`src/rtl/ycc_demux_pkg.sv`:
```
package ycc_demux_pkg;

  // Strobes from the sequencing control to the lane datapath.
  typedef struct packed {
    logic wide;    // two-lane format selected
    logic takeCb;  // capture chroma word as Cb
    logic takeY0;  // capture luma word as first sample of the pair
    logic takeCr;  // capture chroma word as Cr
    logic takeY1;  // capture luma word as second sample (two-lane only)
    logic emitA;   // output first sample of the pair
    logic emitB;   // output second sample of the pair
  } laneStrobe_t;

endpackage

```
`src/rtl/ycc_sync_ctrl.sv`:
```
module ycc_sync_ctrl
  import ycc_demux_pkg::*;
#(
  parameter int W = 8  // word width, at least 8; flag fields sit in the top 8 bits
) (
  input  logic         clk,
  input  logic         rstN,
  input  logic         wideMode,
  input  logic         embSyncEn,
  input  logic [W-1:0] lumaWord,
  output laneStrobe_t  strb,
  output logic         flagF,
  output logic         flagV,
  output logic         flagH,
  output logic         refStrobe
);

  localparam logic [W-1:0] ALL_ONES = '1;
  localparam logic [W-1:0] ALL_ZERO = '0;

  typedef enum logic [1:0] {SEEK, GOT1, GOT2, GOT3} refState_t;

  refState_t  refSt;
  logic       loadTgl;
  logic       activeLine;
  logic [1:0] phase;
  logic       pendB;

  logic       acceptNow, inPreamble, lineOpen, isVideo, refHit, protOk;
  logic [7:0] xyTop;
  logic       xyF, xyV, xyH;

  always_comb begin
    acceptNow  = !wideMode || !loadTgl;
    inPreamble = embSyncEn && acceptNow && ((refSt != SEEK) || (lumaWord == ALL_ONES));
    lineOpen   = embSyncEn ? activeLine : 1'b1;
    isVideo    = acceptNow && lineOpen && !inPreamble;

    xyTop  = lumaWord[W-1 -: 8];
    xyF    = xyTop[6];
    xyV    = xyTop[5];
    xyH    = xyTop[4];
    protOk = xyTop[7] && (xyTop[3:0] == {xyV ^ xyH, xyF ^ xyH, xyF ^ xyV, xyF ^ xyV ^ xyH});
    refHit = embSyncEn && acceptNow && (refSt == GOT3) && protOk;
  end

  always_comb begin
    strb      = '0;
    strb.wide = wideMode;
    if (wideMode) begin
      strb.takeCb = isVideo && !phase[0];
      strb.takeY0 = isVideo && !phase[0];
      strb.takeCr = isVideo && phase[0];
      strb.takeY1 = isVideo && phase[0];
      strb.emitA  = isVideo && phase[0];
      strb.emitB  = pendB;
    end else begin
      strb.takeCb = isVideo && (phase == 2'd0);
      strb.takeY0 = isVideo && (phase == 2'd1);
      strb.takeCr = isVideo && (phase == 2'd2);
      strb.emitA  = isVideo && (phase == 2'd2);
      strb.emitB  = isVideo && (phase == 2'd3);
    end
  end

  always_ff @(posedge clk) begin
    if (!rstN) begin
      loadTgl    <= 1'b0;
      refSt      <= SEEK;
      activeLine <= 1'b0;
      phase      <= 2'd0;
      pendB      <= 1'b0;
      flagF      <= 1'b0;
      flagV      <= 1'b0;
      flagH      <= 1'b0;
      refStrobe  <= 1'b0;
    end else begin
      loadTgl   <= ~loadTgl;
      pendB     <= wideMode && isVideo && phase[0];
      refStrobe <= refHit;

      if (!embSyncEn) begin
        refSt <= SEEK;
      end else if (acceptNow) begin
        case (refSt)
          SEEK:    refSt <= (lumaWord == ALL_ONES) ? GOT1 : SEEK;
          GOT1:    refSt <= (lumaWord == ALL_ZERO) ? GOT2 : SEEK;
          GOT2:    refSt <= (lumaWord == ALL_ZERO) ? GOT3 : SEEK;
          default: refSt <= SEEK;
        endcase
      end

      if (refHit) begin
        activeLine <= !xyH;
        flagF      <= xyF;
        flagV      <= xyV;
        flagH      <= xyH;
      end

      if (refHit && !xyH)
        phase <= 2'd0;
      else if (isVideo)
        phase <= wideMode ? {1'b0, ~phase[0]} : phase + 2'd1;
    end
  end

  // flags only move together with the reference strobe
  a_r5_flags_move_with_strobe: assert property (@(posedge clk) disable iff (!rstN)
    !$stable({flagF, flagV, flagH}) |-> refStrobe);

  // no preamble tracking unless embedded timing was enabled
  a_r9_no_preamble_when_off: assert property (@(posedge clk) disable iff (!rstN)
    (refSt != SEEK) |-> $past(embSyncEn));

  // no reference strobe unless embedded timing was enabled
  a_r9_no_strobe_when_off: assert property (@(posedge clk) disable iff (!rstN)
    refStrobe |-> $past(embSyncEn));

endmodule

```
`src/rtl/ycc_lane_path.sv`:
```
module ycc_lane_path
  import ycc_demux_pkg::*;
#(
  parameter int W = 8
) (
  input  logic         clk,
  input  logic         rstN,
  input  laneStrobe_t  strb,
  input  logic [W-1:0] loWord,
  input  logic [W-1:0] hiWord,
  output logic [W-1:0] outY,
  output logic [W-1:0] outCb,
  output logic [W-1:0] outCr,
  output logic         outValid
);

  localparam logic [W-1:0] CODE_MAX = '1;
  localparam logic [W-1:0] CODE_MIN = '0;
  localparam logic [W-1:0] LEGAL_HI = CODE_MAX - 1'b1;
  localparam logic [W-1:0] LEGAL_LO = CODE_MIN + 1'b1;

  function automatic logic [W-1:0] clampCode(input logic [W-1:0] v);
    if (v == CODE_MAX) return LEGAL_HI;
    if (v == CODE_MIN) return LEGAL_LO;
    return v;
  endfunction

  logic [W-1:0] lumaIn, chromaIn;
  logic [W-1:0] cbReg, crReg, y0Reg, y1Reg;

  always_comb begin
    lumaIn   = clampCode(loWord);
    chromaIn = clampCode(strb.wide ? hiWord : loWord);
  end

  always_ff @(posedge clk) begin
    if (!rstN) begin
      cbReg    <= '0;
      crReg    <= '0;
      y0Reg    <= '0;
      y1Reg    <= '0;
      outY     <= '0;
      outCb    <= '0;
      outCr    <= '0;
      outValid <= 1'b0;
    end else begin
      if (strb.takeCb) cbReg <= chromaIn;
      if (strb.takeCr) crReg <= chromaIn;
      if (strb.takeY0) y0Reg <= lumaIn;
      if (strb.takeY1) y1Reg <= lumaIn;
      outValid <= strb.emitA || strb.emitB;
      if (strb.emitA) begin
        outY  <= y0Reg;
        outCb <= cbReg;
        outCr <= chromaIn;
      end else if (strb.emitB) begin
        outY  <= strb.wide ? y1Reg : lumaIn;
        outCb <= cbReg;
        outCr <= crReg;
      end
    end
  end

  // extreme codes never leave the block
  a_r4_luma_clamped: assert property (@(posedge clk) disable iff (!rstN)
    outValid |-> (outY != CODE_MAX) && (outY != CODE_MIN));
  a_r4_chroma_clamped: assert property (@(posedge clk) disable iff (!rstN)
    outValid |-> (outCb != CODE_MAX) && (outCb != CODE_MIN) && (outCr != CODE_MAX) && (outCr != CODE_MIN));

  // in the two-lane format the second sample directly follows the first
  a_r3_second_follows_first: assert property (@(posedge clk) disable iff (!rstN)
    (strb.emitB && strb.wide) |-> $past(strb.emitA));

endmodule

```
`src/rtl/ycc_port_demux.sv`:
```
module ycc_port_demux
  import ycc_demux_pkg::*;
#(
  parameter int W = 8
) (
  input  logic         clk,
  input  logic         rstN,
  input  logic         wideMode,
  input  logic         embSyncEn,
  input  logic [W-1:0] pixLo,
  input  logic [W-1:0] pixHi,
  output logic [W-1:0] outY,
  output logic [W-1:0] outCb,
  output logic [W-1:0] outCr,
  output logic         outValid,
  output logic         flagF,
  output logic         flagV,
  output logic         flagH,
  output logic         refStrobe
);

  laneStrobe_t strb;

  ycc_sync_ctrl #(.W(W)) i_ctrl (
    .clk       (clk),
    .rstN      (rstN),
    .wideMode  (wideMode),
    .embSyncEn (embSyncEn),
    .lumaWord  (pixLo),
    .strb      (strb),
    .flagF     (flagF),
    .flagV     (flagV),
    .flagH     (flagH),
    .refStrobe (refStrobe)
  );

  ycc_lane_path #(.W(W)) i_path (
    .clk      (clk),
    .rstN     (rstN),
    .strb     (strb),
    .loWord   (pixLo),
    .hiWord   (pixHi),
    .outY     (outY),
    .outCb    (outCb),
    .outCr    (outCr),
    .outValid (outValid)
  );

  // nothing is flagged valid on the first cycle out of reset
  a_r1_quiet_after_reset: assert property (@(posedge clk)
    $rose(rstN) |-> !outValid && !refStrobe);

endmodule

```
`config.mk`:
```
export PLATFORM = sky130hd
export DESIGN_NAME = ycc_port_demux
export DESIGN_NICKNAME = d
export VERILOG_FILES = /design/src/rtl/ycc_demux_pkg.sv /design/src/rtl/ycc_sync_ctrl.sv /design/src/rtl/ycc_lane_path.sv /design/src/rtl/ycc_port_demux.sv
export SDC_FILE = /design/constraint.sdc
export NUM_CORES = 1
export LEC_CHECK = 0
export CAP_MARGIN = 5
export CORE_MARGIN = 2
export CORE_UTILIZATION = 41
export DETAILED_ROUTE_END_ITERATION = 10
export MAX_ROUTING_LAYER = met4
export PLACE_DENSITY = 0.67
export SLEW_MARGIN = 0
export SYNTH_ARGS = -nofsm -noshare
export SYNTH_HDL_FRONTEND = slang
export SYNTH_SLANG_ARGS = --single-unit
```
`constraint.sdc`:
```
create_clock -name clk -period 2.1 [get_ports clk]
set_input_delay 0.315 -clock clk [delete_from_list [all_inputs] [get_ports clk]]
set_output_delay 0.315 -clock clk [all_outputs]
set_load 0.03 [all_outputs]
```
==> summary.md, run 1 <==
| Metric | Value |
|---|---|
| Run status | finished, final reports clean |
| Final Instance Area | roughly 0.0042 sq mm |
| Largest family of logic cells by synthesized area | compound AO/OA/AOI/OAI gates |
| GRT overflow | 0 |
| Most frequent cells in the layout | dfxtp_1 (68), nand2_1 (50), clkdlybuf4s50_1 (48) |
| CP required | 2.37 ns |
| Total CTS buffers | 9 |
| Ranking of synthesized cells by area | dfxtp_1 (44%), mux2i_1 (7.7%), nand2_1 (6.0%), nor2_1 (4.5%), a21oi_1 (4.2%) |
| Register bit total from synthesis | 68 |
| # DRC | 0 |
| CTS tree | built |
| RSZ-0062 raised after global routing | false |
| Peak supply drop | roughly 260 uV |
| Core area | about 0.0073 sq mm |
| Gpl congestion | about 0.86 |
| Number of synthesized flops with an enable pin | 0 |
| I/O pins | 49 |
| Clk_lat worst skew | ~0.34 ns |
| Die Y | 91.14 um |
| Total wire length | 8.024 mm |
| CP Capture Type | flop |
| Max-Slew Margin vs Limit | 0.7386 |
| Synth cell types | 51 |
| Post-Syn Area | 0.003113 sq mm |
| Peak Freq | 515.3 MHz |
| Final HPWL DP | 5.837 mm |
| Most common cell after layout, fill and taps aside | dfxtp_1 |
| Post-Syn Instances | 356 |
| Number of global-route vias before repair | between 2000 and 3000 |
| Clock skew | 0.009098 ns |
| Row count | 31 |
| I/O Buffers | 48 |
| Avg Cell Area, Syn | a little under 9 sq um |
| Final critical-path share of the clock period | 0.9241 |
| Fin. max-slew vios | 0 |
| CTS root buffer | clkbuf_8 |
| Crit path kind | input pin to flop |
| Clock sinks | 68 |
| Syn_nets | 382 |
| Dpl cell area | between 0.003 and 0.004 sq mm |
| CTS max path bufs | 2 |
| Die X-Extent | approximately 91 um |
| Worst-Margin Slew | approximately 0.38 ns |
| Post-synthesis compound-gate area fraction | 0.2102 |
| Total power | 2.899 mW |
| Area share of and/or/nand/nor cells after synthesis | 0.1933 |
| Synth Area in XOR/XNOR | 0.008441 |
| Via count | 2854 |
| Leak | 1.621 nW |
| Area growth syn-to-layout | 35.09% |
| Worst path arrival time | between 2 and 2.5 ns |
| Final Core Density | 0.5767 |
| Startpoint Class | input pin |
| Layout cells sized above 1 | 0.1701 |
| CTS HTree Levels | 3 |
| Avg Vias per Cell | 5.285 |
| Adder-Cell Fraction of Synth Area | 0.02412 |
| Largest net degree at the start of global routing | 28 |
| DR WL/cell | about 15 um |
| Post-layout min period | 1.941 ns |
| HP Class | flop to flop |
| Top-area cell type share of the netlist area | 0.4373 |
| DRT iter0 DRCs | approximately 130 |
| Top_reg_cell synth | dfxtp_1 |
| ANT nets after route | 0 |
| Overall routing resource usage | 0.2043 |
| Cell taking the most area after synthesis | dfxtp_1 |
| Initial Util | 0.4269 |
| CP Max Fanout | 7 |
| Mux cell area share after synthesis | 0.08079 |
| Crit-path slowest cell | clkdlybuf4s50_1 |
| Critical path, cell by cell | clkdlybuf4s50_1 -> inv_1 -> ha_1 -> xor2_1 -> a2111oi_2 -> o211a_2 -> mux2i_1 |
| CP peak stage delay | 0.54 ns |
| First-pass GRT wire length | 13.34 mm |
| Die area | 0.008306 sq mm |
| Power Dens Cells | 689.3 mW/mm^2 |
| Hold_buf cts | 0 |
| YS warnings | 0 |
| Ys async rst share | 0 |
| Final Hold Viols | 0 |
| Initial antenna violation count | 0 |
| DRT Pass-1 Iters | 4 |
| Final nets | 462 |
| Max_cap viols | 0 |
| Final Setup Violations | 0 |
| Clock transition at path regs | about 0.080 ns |
| Post-synthesis sequential area ratio | 0.4373 |
| ANT cells | 0 |
==> critical path, delay by kind of cell <==
family	cells	cell delay, ns
fa+ha+maj	1	0.30
compound gates	2	0.60
xor+xnor	1	0.16
buf+inv	2	0.62
mux	1	0.22
==> through the flow <==
stage               hold slack, ns  instances  setup slack [ns]  setup TNS, ns
finish                      0.4510        540            0.1593              0
global route                0.4722        540           0.04031              0
CTS                         0.4532        540           0.06833              0
detailed placement          0.4432        524           -0.2948         -7.707
global placement            0.4430        524           -0.1930         -5.072
floorplan                   0.4287        356            0.1406              0
==> cell families after synthesis <==
kind of cell	count (synthesis)
and+or+nand+nor	130
adders and majority gates	6
buffers and inverters	30
DFF	68
AOI/OAI and AO/OA	94
xor gates and xnor gates	3
muxes	25
==> cells in the mapped netlist, types with 2 or more instances <==
cell,n
dfxtp_1,68
nand2_1,50
nor2_1,37
a21oi_1,26
mux2i_1,24
o21ai_0,13
buf_2,12
nand3_1,11
a211oi_1,9
clkbuf_1,9
o22ai_1,9
nor3_1,7
o211ai_1,7
ha_1,6
o31ai_1,6
inv_1,5
and2_1,4
o221ai_1,4
and4_1,3
nand2b_1,3
nor2b_1,3
a21o_1,2
a21oi_2,2
a22oi_1,2
buf_4,2
nand4_1,2
nor2_4,2
o211a_1,2
o211ai_2,2
o21a_1,2
xnor2_1,2
==> layer usage <==
layer,GRT usage,vias up,part of all wire
met3,0.03651,11,0.043
met5,-,-,0
met2,0.3191,72,0.47
met1,0.2656,1340,0.48
li1,-,1431,-
met4,0.07449,0,0.011
==> final timing paths <==
path / endpoint / slack [ns] / from / cells past startpoint
min: i_path.outCb[4]$_SDFFE_PN0P_ / 0.45 / i_path.outCb[4]$_SDFFE_PN0P_ / 2
max reg2reg: i_path.outCr[2]$_SDFFE_PN0P_ / 0.30 / i_ctrl.phase[0]$_SDFFE_PP0P_ / 8
min reg2reg: i_path.outCb[4]$_SDFFE_PN0P_ / 0.45 / i_path.outCb[4]$_SDFFE_PN0P_ / 2
max: i_ctrl.flagV$_SDFFE_PN0P_ / 0.16 / pixLo[4] / 7
==> area by class of cell <==
type                    instances  area, sq um
fillers                       708         3087
multi-input cells             258         1614
flip-flops and latches         68         1361
repair buffers                 93        880.8
clock buffers                  12        155.1
well taps                      99        123.9
clock inverters                 4        47.55
inverters                       6        22.52
==> what timing repair did <==
item,4_1_cts,5_1_grt
setup buffers,0,0
resized for setup,0,2
setup endpoints to repair,0,13
==> sequential cells by signal, indices dropped and copies added, names as in the netlist, 2 cells and up <==
| register | flops |
|---|---|
| i_ctrl.phase | 2 |
| i_path.crReg | 8 |
| i_path.y1Reg | 8 |
| i_path.outY | 8 |
| i_path.outCr | 8 |
| i_path.outCb | 8 |
| i_path.y0Reg | 8 |
| i_ctrl.refSt | 2 |
| i_path.cbReg | 8 |
==> power by group <==
part / internal, mW / total, mW / switching [mW]
Sequential: 1.34 / 1.37 / 0.0277
Combinational: 0.201 / 0.428 / 0.228
Clock: 0.610 / 1.10 / 0.495
Note: power is estimated with default switching activity, not from simulation.
==> run 2: changes to the inputs <==
PLACE_DENSITY = 0.64   (was 0.67)
==> run 2 against run 1 <==
Effect of this change: clock power fell by 11%; global-route usage down 0.32 points; worst hold slack gained 0.0040 ns; wire length down 1.2%; first-iteration DRC count increased by 15%; largest cell class unchanged; flip-flop and latch count stayed put; setup slack got worse by 0.0054 ns; largest power group unchanged; power decreased by 4.3%; register-to-register slack worse by 0.05 ns.
==> summary.md, run 2 (synthesis results as in run 1) <==
| Metric | Value |
|---|---|
| Largest net degree at the start of global routing | 31 |
| Reg2Reg Depth | 8 |
| Most frequent cells in the layout | dfxtp_1 (68), nand2_1 (50), clkdlybuf4s50_1 (48) |
| Die Y | between 90 and 100 um |
| Clock skew | 0.007826 ns |
| Peak supply drop | 330.9 uV |
| DRT Pass-1 Iters | 4 |
| Most common cell after layout, fill and taps aside | dfxtp_1 |
| Overall routing resource usage | 0.2010 |
| Total wire length | just under 8 mm |
| Postcts setup bufs | 0 |
| # DRC | 0 |
| WP buf/inv | 2 |
| Row count | 31 |
| GRT overflow | 0 |
| Final Hold Viols | 0 |
| Post-CTS sizing | 0 |
| Worst-Margin Slew | about 0.43 ns |
| Crit-path slowest cell | clkdlybuf4s50_1 |
| Peak Freq | between 500 and 600 MHz |
| Power Dens Cells | approximately 660 mW/mm^2 |
| Initial Util | 0.4269 |
| Leak | 1.616 nW |
| Crit path kind | input pin to flop |
| Clock transition at path regs | roughly 0.080 ns |
| Final nets | 463 |
| Cell family with most CP delay | compound AO/OA/AOI/OAI gates |
| Stages on the worst setup path | 7 |
| DRT iter0 DRCs | about 150 |
| CTS HTree Levels | 3 |
| Worst r2r src | i_ctrl.phase[0]$_SDFFE_PP0P_ |
| Max-Slew Margin vs Limit | 0.7154 |
| CTS root buffer | clkbuf_8 |
| Final HPWL DP | ~5.9 mm |
| Clock sinks | about 70 |
| First-pass GRT wire length | ~13 mm |
| Worst path arrival time | 2.22 ns |
| Final Core Density | 0.5736 |
| Die X-Extent | 91.14 um |
| Die area | roughly 0.0083 sq mm |
| Number of global-route vias before repair | 2666 |
| Final critical-path share of the clock period | 0.9267 |
| I/O pins | slightly below 50 |
| Final Instance Area | about 0.0042 sq mm |
| Via count | roughly 2900 |
| Final Setup Violations | 0 |
| Layout cells sized above 1 | 0.1674 |
| CTS max path bufs | 2 |
| Post-layout min period | between 1.5 and 2 ns |
| CTS tree | built |
| Avg Vias per Cell | 5.346 |
| HP Class | flop to flop |
| ANT nets after route | 0 |
| Area growth syn-to-layout | 34.36% |
| Run status | finished, final reports clean |
| ANT cells | 0 |
| Hold_sp | i_path.outCb[3]$_SDFFE_PN0P_ |
| Startpoint Class | input pin |
| Core area | 0.007292 sq mm |
| RSZ-0062 raised after global routing | false |
| Fin. max-slew vios | 0 |
| Worst setup margin | roughly 0.15 ns |
| Clk_lat worst skew | about 0.34 ns |
| I/O Buffers | 48 |
| CP peak stage delay | 0.51 ns |
| CP Capture Type | flop |
| Critical path, cell by cell | clkdlybuf4s50_1 -> inv_1 -> ha_1 -> xor2_1 -> a2111oi_2 -> o211a_1 -> mux2i_1 |
| Worst setup path start | pixLo[4] |
| Gpl congestion | 0.9209 |
| CP Max Fanout | 7 |
| Total CTS buffers | 9 |
| DR WL/cell | 14.65 um |
| CP required | about 2.4 ns |
| Initial antenna violation count | 0 |
| Pre-CTS WS | -0.2135 ns |
| Hold_buf cts | 0 |
| Max_cap viols | 0 |
| Dpl cell area | roughly 0.004 sq mm |
| Hold path depth | 2 |
==> run 2: changes by cell type in the layout (fill, tap and decap cells not counted) <==
cell        delta
clkinvlp_4     +2
a22oi_1        +1
a22oi_2        -1
buf_4          +1
bufinv_16      -1
clkbuf_8       -1
clkinv_2       -1
inv_6          +1
o211a_1        +1
o211a_2        -1
==> run 2: report_power, final <==
group | internal (mW) | switching [mW] | total, mW
logic | 0.202 | 0.229 | 0.431
clock network | 0.463 | 0.515 | 0.978
registers | 1.34 | 0.0278 | 1.37
==> run 2: final timing paths <==
path,to,slack [ns]
setup / recovery,i_ctrl.flagV$_SDFFE_PN0P_,0.15
hold / removal,i_path.outCb[3]$_SDFFE_PN0P_,0.46
setup reg to reg,i_path.outY[7]$_SDFFE_PN0P_,0.25
hold reg to reg,i_path.outCb[3]$_SDFFE_PN0P_,0.46
==> run 2: layer usage <==
| metal | routed length, um | global-route usage | vias to the layer above |
|---|---|---|---|
| met4 | 97 | 0.07828 | 0 |
| met1 | 3870 | 0.2694 | 1378 |
| met2 | 3654 | 0.2988 | 71 |
| met3 | 302 | 0.04066 | 10 |
| li1 | - | - | 1433 |
| met5 | 0 | - | - |
==> run 2: final cells by class <==
cell class | instances | area (sq um)
inverter | 6 | 22.52
clock inverter | 5 | 36.28
timing repair buffer | 94 | 888.4
sequential | 68 | 1361
clock buffer | 11 | 141.4
fill | 687 | 3109
multi-input combinational | 258 | 1609
tap | 99 | 123.9
==> run 2: through the flow <==
step / std cells / total power, mW / hold slack [ns] / TNS (ns)
final: 541 / 2.774 / 0.4550 / 0
after global routing: 541 / 2.909 / 0.4718 / 0
after CTS: 541 / 2.803 / 0.4565 / 0
after detailed placement: 525 / 1.824 / 0.4456 / -4.764
after global placement: 525 / 1.817 / 0.4418 / -4.176
after floorplan: 356 / 1.629 / 0.4287 / 0
==> run 2: worst reg2reg max path: cells and delay by family, from the launching register on <==
| kind | cells | cell delay [ns] |
|---|---|---|
| compound gates | 2 | 0.38 |
| fa+ha+maj | 1 | 0.20 |
| buf+inv | 3 | 0.65 |
| flops | 1 | 0.37 |
| simple gates | 2 | 0.17 |
